--- config.mk ---
export PLATFORM = sky130hd
export DESIGN_NAME = tmr_wdog
export DESIGN_NICKNAME = d
export VERILOG_FILES = /design/src/rtl/tmr_wdog_pkg.sv /design/src/rtl/tmr_wdog_cmd.sv /design/src/rtl/tmr_wdog_count.sv /design/src/rtl/tmr_wdog_guard.sv /design/src/rtl/tmr_wdog.sv
export SDC_FILE = /design/constraint.sdc
export NUM_CORES = 1
export LEC_CHECK = 0
export ABC_AREA = 1
export BUFFER_PORTS_ARGS = -buffer_cell sky130_fd_sc_hd__buf_4
export CAP_MARGIN = 0
export CORE_MARGIN = 4
export CORE_UTILIZATION = 44
export CTS_CLUSTER_SIZE = 40
export DETAILED_ROUTE_END_ITERATION = 12
export PLACE_DENSITY_LB_ADDON = 0.15
export SETUP_SLACK_MARGIN = 0.02
export SYNTH_ARGS = -nofsm -noshare
export SYNTH_HDL_FRONTEND = slang
export SYNTH_SLANG_ARGS = --single-unit
export TNS_END_PERCENT = 5
--- constraint.sdc ---
create_clock -name clk_i -period 6 [get_ports clk_i]
set_clock_uncertainty 0.2 [all_clocks]
set_input_delay 0 -clock clk_i [delete_from_list [all_inputs] [get_ports clk_i]]
set_output_delay 0 -clock clk_i [all_outputs]
set_load 0.03 [all_outputs]
--- src/rtl/tmr_wdog_pkg.sv ---
package tmr_wdog_pkg;

    localparam int CTRL_W = 8;
    localparam int RATE_W = 3;
    localparam int SCL_W  = 1 << RATE_W;
    localparam logic [CTRL_W-1:0] CTRL_RST = 8'hFF;

    typedef struct packed {
        logic [1:0]        spare;
        logic              ext_src;
        logic              fall_edge;
        logic              scl_wdog;
        logic [RATE_W-1:0] rate;
    } ctrl_t;

    typedef enum logic [1:0] {
        HOLD_IDLE = 2'd0,
        HOLD_LAST = 2'd1,
        HOLD_FULL = 2'd2
    } hold_e;

    typedef struct packed {
        logic to;
        logic pd;
    } pwr_t;

    function automatic logic edge_hit(logic prev, logic cur, logic fall);
        return fall ? (prev & ~cur) : (~prev & cur);
    endfunction

    function automatic logic [SCL_W-1:0] post_limit(logic [RATE_W-1:0] rate);
        return SCL_W'(1) << rate;
    endfunction

endpackage

--- src/rtl/tmr_wdog_cmd.sv ---
module tmr_wdog_cmd
    import tmr_wdog_pkg::*;
#(
    parameter int TMR_W = 8,
    parameter int WDT_W = 16
) (
    input  logic                 step_i,
    input  logic                 awake_i,
    input  logic                 ctrl_we_i,
    input  logic [CTRL_W-1:0]    ctrl_wdata_i,
    input  logic                 tmr_we_i,
    input  logic [TMR_W-1:0]     tmr_wdata_i,
    input  logic                 clrwdt_i,
    input  logic                 sleep_i,
    input  logic                 wdt_en_i,
    input  ctrl_t                ctrl_q_i,
    input  logic [TMR_W-1:0]     tmr_q_i,
    input  logic [SCL_W-1:0]     scl_q_i,
    input  hold_e                hold_q_i,
    input  logic [WDT_W-1:0]     wdt_q_i,
    input  pwr_t                 pwr_q_i,
    output ctrl_t                ctrl_o,
    output logic [TMR_W-1:0]     tmr_o,
    output logic [SCL_W-1:0]     scl_o,
    output hold_e                hold_o,
    output logic [WDT_W-1:0]     wdt_o,
    output pwr_t                 pwr_o,
    output logic                 wdt_adv_o
);

    logic exec;
    assign exec = step_i && awake_i;

    always_comb begin
        ctrl_o = ctrl_q_i;
        tmr_o  = tmr_q_i;
        scl_o  = scl_q_i;
        hold_o = hold_q_i;
        wdt_o  = wdt_q_i;
        pwr_o  = pwr_q_i;
        if (exec) begin
            if (ctrl_we_i) begin
                ctrl_o = ctrl_t'(ctrl_wdata_i);
            end
            if (tmr_we_i) begin
                tmr_o  = tmr_wdata_i;
                hold_o = HOLD_FULL;
                if (!ctrl_o.scl_wdog) begin
                    scl_o = '0;
                end
            end
            if (clrwdt_i) begin
                wdt_o = '0;
                if (ctrl_o.scl_wdog) begin
                    scl_o = '0;
                end
                pwr_o.to = 1'b1;
                pwr_o.pd = 1'b1;
            end
            if (sleep_i) begin
                if (wdt_en_i) begin
                    wdt_o = '0;
                end
                if (ctrl_o.scl_wdog) begin
                    scl_o = '0;
                end
                pwr_o.to = 1'b1;
                pwr_o.pd = 1'b0;
            end
        end
    end

    assign wdt_adv_o = step_i && wdt_en_i && (!awake_i || !(clrwdt_i || sleep_i));

endmodule

--- src/rtl/tmr_wdog_count.sv ---
module tmr_wdog_count
    import tmr_wdog_pkg::*;
#(
    parameter int TMR_W = 8,
    parameter int CYC_W = 2
) (
    input  logic                 run_i,
    input  logic [CYC_W-1:0]     cyc_i,
    input  logic                 pin_i,
    input  logic                 pin_q_i,
    input  ctrl_t                ctrl_i,
    input  logic [TMR_W-1:0]     tmr_i,
    input  logic [SCL_W-1:0]     scl_i,
    input  hold_e                hold_i,
    output logic [TMR_W-1:0]     tmr_o,
    output logic [SCL_W-1:0]     scl_o,
    output hold_e                hold_o,
    output logic                 pin_o
);

    localparam int SUM_W = SCL_W + CYC_W;

    logic [CYC_W-1:0] ticks;
    logic [SUM_W-1:0] sum;
    logic [SUM_W-1:0] periods;
    logic [SUM_W-1:0] rem_mask;
    logic [SUM_W-1:0] rem;

    always_comb begin
        pin_o  = pin_q_i;
        hold_o = hold_i;
        ticks  = '0;
        if (run_i) begin
            if (ctrl_i.ext_src) begin
                pin_o = pin_i;
                ticks = CYC_W'(edge_hit(pin_q_i, pin_i, ctrl_i.fall_edge));
            end else if (hold_i != HOLD_IDLE) begin
                hold_o = (hold_i == HOLD_FULL) ? HOLD_LAST : HOLD_IDLE;
            end else begin
                ticks = cyc_i;
            end
        end
    end

    always_comb begin
        sum      = SUM_W'(scl_i) + SUM_W'(ticks);
        periods  = sum >> (32'(ctrl_i.rate) + 32'd1);
        rem_mask = (SUM_W'(1) << (32'(ctrl_i.rate) + 32'd1)) - SUM_W'(1);
        rem      = sum & rem_mask;
        if (ctrl_i.scl_wdog) begin
            tmr_o = tmr_i + TMR_W'(ticks);
            scl_o = scl_i;
        end else begin
            tmr_o = tmr_i + TMR_W'(periods);
            scl_o = SCL_W'(rem);
        end
    end

endmodule

--- src/rtl/tmr_wdog_guard.sv ---
module tmr_wdog_guard
    import tmr_wdog_pkg::*;
#(
    parameter int WDT_PERIOD = 18000,
    parameter int WDT_W      = 16,
    parameter int CYC_W      = 2
) (
    input  logic                 adv_i,
    input  logic                 asleep_i,
    input  logic [CYC_W-1:0]     cyc_i,
    input  ctrl_t                ctrl_i,
    input  logic [SCL_W-1:0]     scl_i,
    input  logic [WDT_W-1:0]     wdt_i,
    output logic [SCL_W-1:0]     scl_o,
    output logic [WDT_W-1:0]     wdt_o,
    output logic                 timeout_o
);

    localparam int SW = WDT_W + 1;

    logic [WDT_W-1:0] inc;
    logic [SW-1:0]    sum;
    logic             ovf;
    logic [SCL_W:0]   post_nxt;

    always_comb begin
        inc       = asleep_i ? WDT_W'(1) : WDT_W'(cyc_i);
        sum       = SW'(wdt_i) + SW'(inc);
        ovf       = adv_i && (sum >= SW'(WDT_PERIOD));
        post_nxt  = {1'b0, scl_i} + {{SCL_W{1'b0}}, 1'b1};
        wdt_o     = wdt_i;
        scl_o     = scl_i;
        timeout_o = 1'b0;
        if (adv_i) begin
            wdt_o = ovf ? WDT_W'(sum - SW'(WDT_PERIOD)) : WDT_W'(sum);
        end
        if (ovf) begin
            if (ctrl_i.scl_wdog) begin
                if (post_nxt >= {1'b0, post_limit(ctrl_i.rate)}) begin
                    timeout_o = 1'b1;
                    scl_o     = '0;
                end else begin
                    scl_o = SCL_W'(post_nxt);
                end
            end else begin
                timeout_o = 1'b1;
            end
        end
    end

endmodule

--- src/rtl/tmr_wdog.sv ---
module tmr_wdog
    import tmr_wdog_pkg::*;
#(
    parameter int TMR_W      = 8,
    parameter int CYC_W      = 2,
    parameter int WDT_PERIOD = 18000
) (
    input  logic                 clk_i,
    input  logic                 rst_i,
    input  logic                 step_i,
    input  logic [CYC_W-1:0]     step_cyc_i,
    input  logic                 ext_pin_i,
    input  logic                 ctrl_we_i,
    input  logic [CTRL_W-1:0]    ctrl_wdata_i,
    input  logic                 tmr_we_i,
    input  logic [TMR_W-1:0]     tmr_wdata_i,
    input  logic                 clrwdt_i,
    input  logic                 sleep_i,
    input  logic                 wdt_en_i,
    output logic [TMR_W-1:0]     tmr_o,
    output logic                 wdt_rst_o,
    output logic                 to_flag_o,
    output logic                 pd_flag_o
);

    localparam int WDT_W = $clog2(WDT_PERIOD + 4);

    ctrl_t              ctrl_q, ctrl_c;
    logic [TMR_W-1:0]   tmr_q, tmr_c, tmr_n;
    logic [SCL_W-1:0]   scl_q, scl_c, scl_t, scl_n;
    hold_e              hold_q, hold_c, hold_n;
    logic [WDT_W-1:0]   wdt_q, wdt_c, wdt_n;
    pwr_t               pwr_q, pwr_c;
    logic               pin_q, pin_n;
    logic               rst_req_q;
    logic               wdt_adv;
    logic               timeout;
    logic               awake;
    logic               src_is_pin;

    assign awake      = pwr_q.pd;
    assign src_is_pin = ctrl_q.ext_src;

    tmr_wdog_cmd #(
        .TMR_W (TMR_W),
        .WDT_W (WDT_W)
    ) u_cmd (
        .step_i       (step_i),
        .awake_i      (awake),
        .ctrl_we_i    (ctrl_we_i),
        .ctrl_wdata_i (ctrl_wdata_i),
        .tmr_we_i     (tmr_we_i),
        .tmr_wdata_i  (tmr_wdata_i),
        .clrwdt_i     (clrwdt_i),
        .sleep_i      (sleep_i),
        .wdt_en_i     (wdt_en_i),
        .ctrl_q_i     (ctrl_q),
        .tmr_q_i      (tmr_q),
        .scl_q_i      (scl_q),
        .hold_q_i     (hold_q),
        .wdt_q_i      (wdt_q),
        .pwr_q_i      (pwr_q),
        .ctrl_o       (ctrl_c),
        .tmr_o        (tmr_c),
        .scl_o        (scl_c),
        .hold_o       (hold_c),
        .wdt_o        (wdt_c),
        .pwr_o        (pwr_c),
        .wdt_adv_o    (wdt_adv)
    );

    tmr_wdog_count #(
        .TMR_W (TMR_W),
        .CYC_W (CYC_W)
    ) u_count (
        .run_i   (step_i && awake),
        .cyc_i   (step_cyc_i),
        .pin_i   (ext_pin_i),
        .pin_q_i (pin_q),
        .ctrl_i  (ctrl_c),
        .tmr_i   (tmr_c),
        .scl_i   (scl_c),
        .hold_i  (hold_c),
        .tmr_o   (tmr_n),
        .scl_o   (scl_t),
        .hold_o  (hold_n),
        .pin_o   (pin_n)
    );

    tmr_wdog_guard #(
        .WDT_PERIOD (WDT_PERIOD),
        .WDT_W      (WDT_W),
        .CYC_W      (CYC_W)
    ) u_guard (
        .adv_i     (wdt_adv),
        .asleep_i  (!awake),
        .cyc_i     (step_cyc_i),
        .ctrl_i    (ctrl_c),
        .scl_i     (scl_t),
        .wdt_i     (wdt_c),
        .scl_o     (scl_n),
        .wdt_o     (wdt_n),
        .timeout_o (timeout)
    );

    always_ff @(posedge clk_i) begin
        if (rst_i) begin
            ctrl_q    <= ctrl_t'(CTRL_RST);
            tmr_q     <= '0;
            scl_q     <= '0;
            hold_q    <= HOLD_IDLE;
            wdt_q     <= '0;
            pin_q     <= 1'b0;
            pwr_q     <= '{to: 1'b1, pd: 1'b1};
            rst_req_q <= 1'b0;
        end else begin
            rst_req_q <= timeout;
            tmr_q     <= tmr_n;
            wdt_q     <= wdt_n;
            if (timeout) begin
                ctrl_q <= ctrl_t'(CTRL_RST);
                scl_q  <= '0;
                hold_q <= HOLD_IDLE;
                pin_q  <= 1'b0;
                pwr_q  <= '{to: 1'b0, pd: 1'b1};
            end else begin
                ctrl_q <= ctrl_c;
                scl_q  <= scl_n;
                hold_q <= hold_n;
                pin_q  <= pin_n;
                pwr_q  <= pwr_c;
            end
        end
    end

    assign tmr_o     = tmr_q;
    assign wdt_rst_o = rst_req_q;
    assign to_flag_o = pwr_q.to;
    assign pd_flag_o = pwr_q.pd;

endmodule

# Yosys cells after proc, flatten, opt, wreduce, memory -nomap -nowiden
# Cells that the tools add are included.
# totals
latch_bits	0
reg_bits	43
rom_bits	0
mem_bits_rw	0
n_memories	0
# op_classes
bitwise_logic	5
order_cmp	2
div	0
mux	41
n_addsub	8
eq_ne	1
shifts	3
n_mul	0
n_reduce_logical	16
# ops
operator	count
8-bit 2-to-1 mux	14
15-bit 2-to-1 mux	6
1-bit by 32-bit left shift with 8-bit output (first input constant)	1
2-bit 2-to-1 mux	13
6-bit 2-to-1 mux	3
15-bit by 2-bit adder with 16-bit output	1
16-bit by 15-bit >= comparator with 1-bit output (second input constant)	1
15-bit subtractor (second input constant)	1
8-bit by 1-bit adder with 9-bit output (second input constant)	1
8-bit by 2-bit adder with 9-bit output	1
9-bit by 8-bit >= comparator with 1-bit output	1
9-bit by 4-bit right shift with 8-bit output	1
8-bit by 2-bit adder with 8-bit output	1
8-bit adder	1
8-bit AND	1
1-bit by 3-bit left shift with 8-bit output (first input constant)	1
8-bit by 2-bit subtractor with 8-bit output (second input constant)	1
2-bit AND reduction	3
2-bit nonzero test	3
1-bit 2-to-1 mux	5
3-bit by 1-bit adder with 4-bit output (second input constant)	1
1-bit logical AND	4
3-bit nonzero test	1
1-bit AND	2
other kinds (5)	8

# Longest topological paths before layout
# depth
word_depth	19
depth_mapped	38

# By module
# A second synthesis with hierarchy kept.
# hier_totals
cells_unflattened	766
area_unflattened_um2	4561.9
# modules_own_cells
module	area_per_inst_um2	instances	cells_each
tmr_wdog_guard	1537.7	1	292
tmr_wdog	1331.3	1	145
tmr_wdog_count	1123.6	1	202
tmr_wdog_cmd	569.3	1	127

# Worst setup path before layout
# Ideal clock, no wire load.
# synth_timing
kind	register to register
start	register pwr_q (netlist bit pd_flag_o)
end	register ctrl_q (netlist bit src_is_pin)
required_time_ns	5.677
synth_period_minus_slack_ns	4.987
setup_slack_ns	1.013
arrival_time_ns	4.665
setup_time_ns	0.123
n_path_buf	2
stages_incl_launch_ff	33
cell_sequence	dfxtp_1 > buf_6 > nand2_2 > nor2_1 > clkbuf_1 > or2_2 > nor2_1 > nand3_1 > nand2_1 > nand2_1 > inv_1 > ha_1 > inv_1 > fa_1 > o21ai_1 > o21ai_1 > inv_1 > ha_1 > nand3_2 > xnor2_1 > inv_1 > ha_1 > a21oi_1 > o221ai_1 > nand3_1 > nand2_1 > a21o_1 > nor3_1 > nand2_4 > nand3_4 > nand2_4 > inv_2 > nand2_1
# synth_between
elab_chain_len	15
word_cells_on_any_way	30
cone_classes	add/sub: 5; order compare: 2; shift: 2; mux: 13; bitwise: 1; reduce/logical: 7
# synth_rtl
item	line_no	source
from (decl)	tmr_wdog.sv:33	pwr_t pwr_q, pwr_c;
from (signal assigned)	tmr_wdog.sv:114	pwr_q <= '{to: 1'b1, pd: 1'b1};
from (signal assigned)	tmr_wdog.sv:125	pwr_q <= '{to: 1'b0, pd: 1'b1};
from (signal assigned)	tmr_wdog.sv:131	pwr_q <= pwr_c;
branches (longest 15 deep; another with 8-bit by 1-bit adder with 9-bit output)	n/a	
to (signal assigned)	tmr_wdog.sv:108	ctrl_q <= ctrl_t'(CTRL_RST);
to (signal assigned)	tmr_wdog.sv:121	ctrl_q <= ctrl_t'(CTRL_RST);
to (signal assigned)	tmr_wdog.sv:127	ctrl_q <= ctrl_c;
to (decl)	tmr_wdog.sv:28	ctrl_t ctrl_q, ctrl_c;
# Several ways; the timed one is not identified.
# A chain may end at the register's enable or synchronous reset.

# Worst setup path after layout
# layout_timing
start	register pwr_q (netlist bit pd_flag_o)
end	register pwr_q (netlist bit pd_flag_o)
# layout_between
elab_chain_len	15
word_cells_on_any_way	31
cone_classes	add/sub: 5; order compare: 2; shift: 2; mux: 13; bitwise: 1; reduce/logical: 8
# layout_rtl
item
branches (longest 15 deep; another with 8-bit by 1-bit adder with 9-bit output)
# Several ways; the timed one is not identified.

==> reports/results.tsv <==
stage	metric	value	unit
floorplanning	dieArea	11500	um2
worst_setup_path	crit_top_cell	nand2_1	
sta	hold_viol_final	0	
worst_setup_path	crit_family	simple AND/OR/NAND/NOR gates	
clocking	ctsRootBufferMaster	clkbuf_8	
sta	grt_setup_unrepaired	false	
yosys	netlist_area	4310	um2
yosys	synth_cells	725	
final_layout	syn_to_final_growth	13.2	%
sta	final-setup-viol-count	0	
hold_path	hold_depth	5	
floorplanning	die-height	107	um
global_routing	grt_start_max_net_pins	25	
routing	num_vias	4627	
routing	routed_wl	11.9	mm
worst_setup_path	startpoint_type	flip-flop	
yosys	async_flop_share	0	%
worst_setup_path	reg2reg_from	pd_flag_o$_SDFFE_PP1P_	
sta	finalCriticalPeriod	5.37	ns
yosys	synth_cell_types	41	
global_routing	grt_pass1_wl	20.4	mm
final_layout	drive_gt1_share	13.7	%
clocking	clk_latency	0.31	ns
place	place.gp.congestion	0.880	
worst_setup_path	slowest_delay	0.41	ns
global_routing	grt_pass1_vias	4387	
yosys	ys_seq_area_share	20.0	%
worst_setup_path	crit_fanout	8	
flow_run	max_cap_viol_count	0	
worst_setup_path	r2r_cells	31	
yosys	synth_top_flop_cell	dfxtp_1	
yosys	ys_seq_elements	43	
final_layout	antenna_cells	0	
yosys	synth_edf_count	0	
worst_setup_path	crit_type	flip-flop to flip-flop	
routing	wl_per_cell	13.4	um
clocking	cts_made_buffers	5	
sta	relSlewSlack	54.4	%
floorplanning	dieWidth	107	um
routing	drc	0	
worst_setup_path	crit_end	pd_flag_o$_SDFFE_PP1P_	
yosys	postSynthAreaPerCell	5.95	um2
clocking	clk_path_buf_depth	2	
clocking	cts_sinks	43	
clocking	path_clk_slew	0.09	ns
worst_setup_path	crit_arrival	5.37	ns
sta	fmax	186	MHz
routing	first_iter_violations	208	
final_layout	final_common_cell	nand2_1	
clocking	cts_setup_buffers	0	
floorplanning	core-area	9370	um2
worst_setup_path	crit_required	6.00	ns
hold_path	hp-class	input pin to flip-flop	
sta	finalCritPeriodShare	89.5	%
worst_setup_path	rr_endpoint	pd_flag_o$_SDFFE_PP1P_	
power_and_ir_drop	power_density	172	nW/um2
floorplanning	io_pins	38	
worst_setup_path	endpoint_kind	flip-flop	
worst_setup_path	r2r_slack	0.63	ns
status	status	finished clean	
routing	viasPerCell	5.18	
global_routing	antenna_found_initial	0	
routing	antenna_left	0	
worst_setup_path	path_buf_inv	5	
final_layout	layout.nets	818	
place	pre_cts_ws	0.544	ns
place	port_buffers	35	
global_routing	overflow	0	
global_routing	track_usage	21.7	%
sta	layout_setup_ws	0.629	ns
power_and_ir_drop	power_leakage	2.53	nW
floorplanning	initial_core_util	46.0	%
final_layout	final_cell_mix	nand2_1, inv_1, nor2_1	
clocking	htree_levels	2	
yosys	yosys_warnings	0	
place	dp_hpwl	9.22	mm
power_and_ir_drop	vdd_drop_max	0.130	mV
worst_setup_path	slowest_stage	fa_1	
sta	worst_pin_slew	0.684	ns
yosys	syn-num-nets	780	
sta	finalSetupTns	0	ns
clocking	cts_tree	built	
sta	maxSlewViolCount	0	
worst_setup_path	cp-startpoint	pd_flag_o$_SDFFE_PP1P_	
routing	drtPass1Iterations	4	
worst_setup_path	critical_path_depth	31	
floorplanning	rows	35	
cells in the mapped netlist (all sizes together), types with 4 or more instances:
| master | number | area share [%] |
|---|---|---|
| inv | 108 | 9.4 |
| xor2 | 4 | 0.81 |
| ha | 25 | 7.3 |
| buf | 13 | 2.3 |
| or2 | 7 | 1.0 |
| clkbuf | 6 | 0.52 |
| nand2 | 217 | 20 |
| nor3 | 7 | 0.81 |
| dfxtp | 43 | 20 |
| nor2 | 97 | 9.6 |
| xnor2 | 4 | 0.81 |
| nand4 | 20 | 3.0 |
| a21oi | 32 | 3.7 |
| o21ai | 37 | 4.7 |
| nand3 | 81 | 11 |
power breakdown:
part	total [mW]	leakage [nW]	switching (mW)	internal, mW
logic	0.282	2.12	0.181	0.101
clock network	0.246	0.0587	0.119	0.126
registers	0.314	0.351	0.0107	0.303
total	0.842	2.53	0.311	0.530
worst min-delay path by stage:
| stage | slack [ns] | endpoint | start |
|---|---|---|---|
| floorplan | -0.06 | to_flag_o$_SDFFE_PP1P_ | rst_i |
| global placement | 0.07 | ctrl_q[4]$_SDFF_PP1_ | ctrl_wdata_i[4] |
| detailed placement | 0.07 | ctrl_q[4]$_SDFF_PP1_ | ctrl_wdata_i[4] |
| CTS | 0.01 | tmr_o[3]$_SDFF_PP0_ | tmr_wdata_i[3] |
| global route | 0.07 | ctrl_q[1]$_SDFF_PP1_ | step_i |
| finish | 0.01 | ctrl_q[0]$_SDFF_PP1_ | ctrl_wdata_i[0] |
logic make-up (layout without fill, tap and decap cells):
| logic type | count (synthesis) | in the layout | synth area share, % |
|---|---|---|---|
| AO/OA/AOI/OAI | 83 | 83 | 11.2 |
| XOR/XNOR | 8 | 8 | 1.62 |
| adder cells (fa/ha/maj) | 28 | 28 | 8.64 |
| buffers and inverters | 130 | 169 | 12.5 |
| flip-flops | 43 | 43 | 20.0 |
| multiplexers | 2 | 2 | 0.464 |
| AND/OR/NAND/NOR | 431 | 431 | 45.6 |
sequential cells by signal, summed over array words and instances, names as in the netlist:
register    cells
to_flag_o       1
ctrl_q          5
pd_flag_o       1
wdt_q          15
scl_q           8
tmr_o           8
src_is_pin      1
hold_q          2
wdt_rst_o       1
pin_q           1
per-stage QoR:
step	power, mW	instances	area [um2]	hold slack (ns)	utilization (%)
final	0.842	893	4880	0.0132	52.1
after global routing	0.900	893	4880	0.0670	52.1
after CTS	0.846	893	4880	0.0147	52.0
after detailed placement	0.594	874	4650	0.0691	49.6
after global placement	0.588	874	4650	0.0681	49.6
after floorplan	0.519	725	4310	-0.0608	-
metal layers:
metal	up-vias	GRT usage [%]	routed length, um
li1	2393	-	-
met1	2100	28.8	5560
met2	113	37.2	5660
met3	21	2.47	522
met4	0	5.39	198
met5	-	0	0
cell type report:
class,instances,area (um2)
Tap cell,129,161
Inverter,111,417
Sequential cell,43,862
Multi-Input combinational cell,552,2920
Clock buffer,5,68.8
Clock inverter,3,47.5
Timing Repair Buffer,50,403
Fill cell,1021,4490
worst min-delay path: cells and delay by family:
kind                   cells  cell delay [ns]
buffers and inverters      2             0.12
and+or+nand+nor            3             0.37
what timing repair did:
item                                    in CTS  in global routing
hold buffers                                11                  0
gates resized for setup                      0                  2
endpoints found under the setup margin       0                  7
endpoints found under the hold margin       20                  0
No activity file was read; power rests on OpenSTA's default activity.
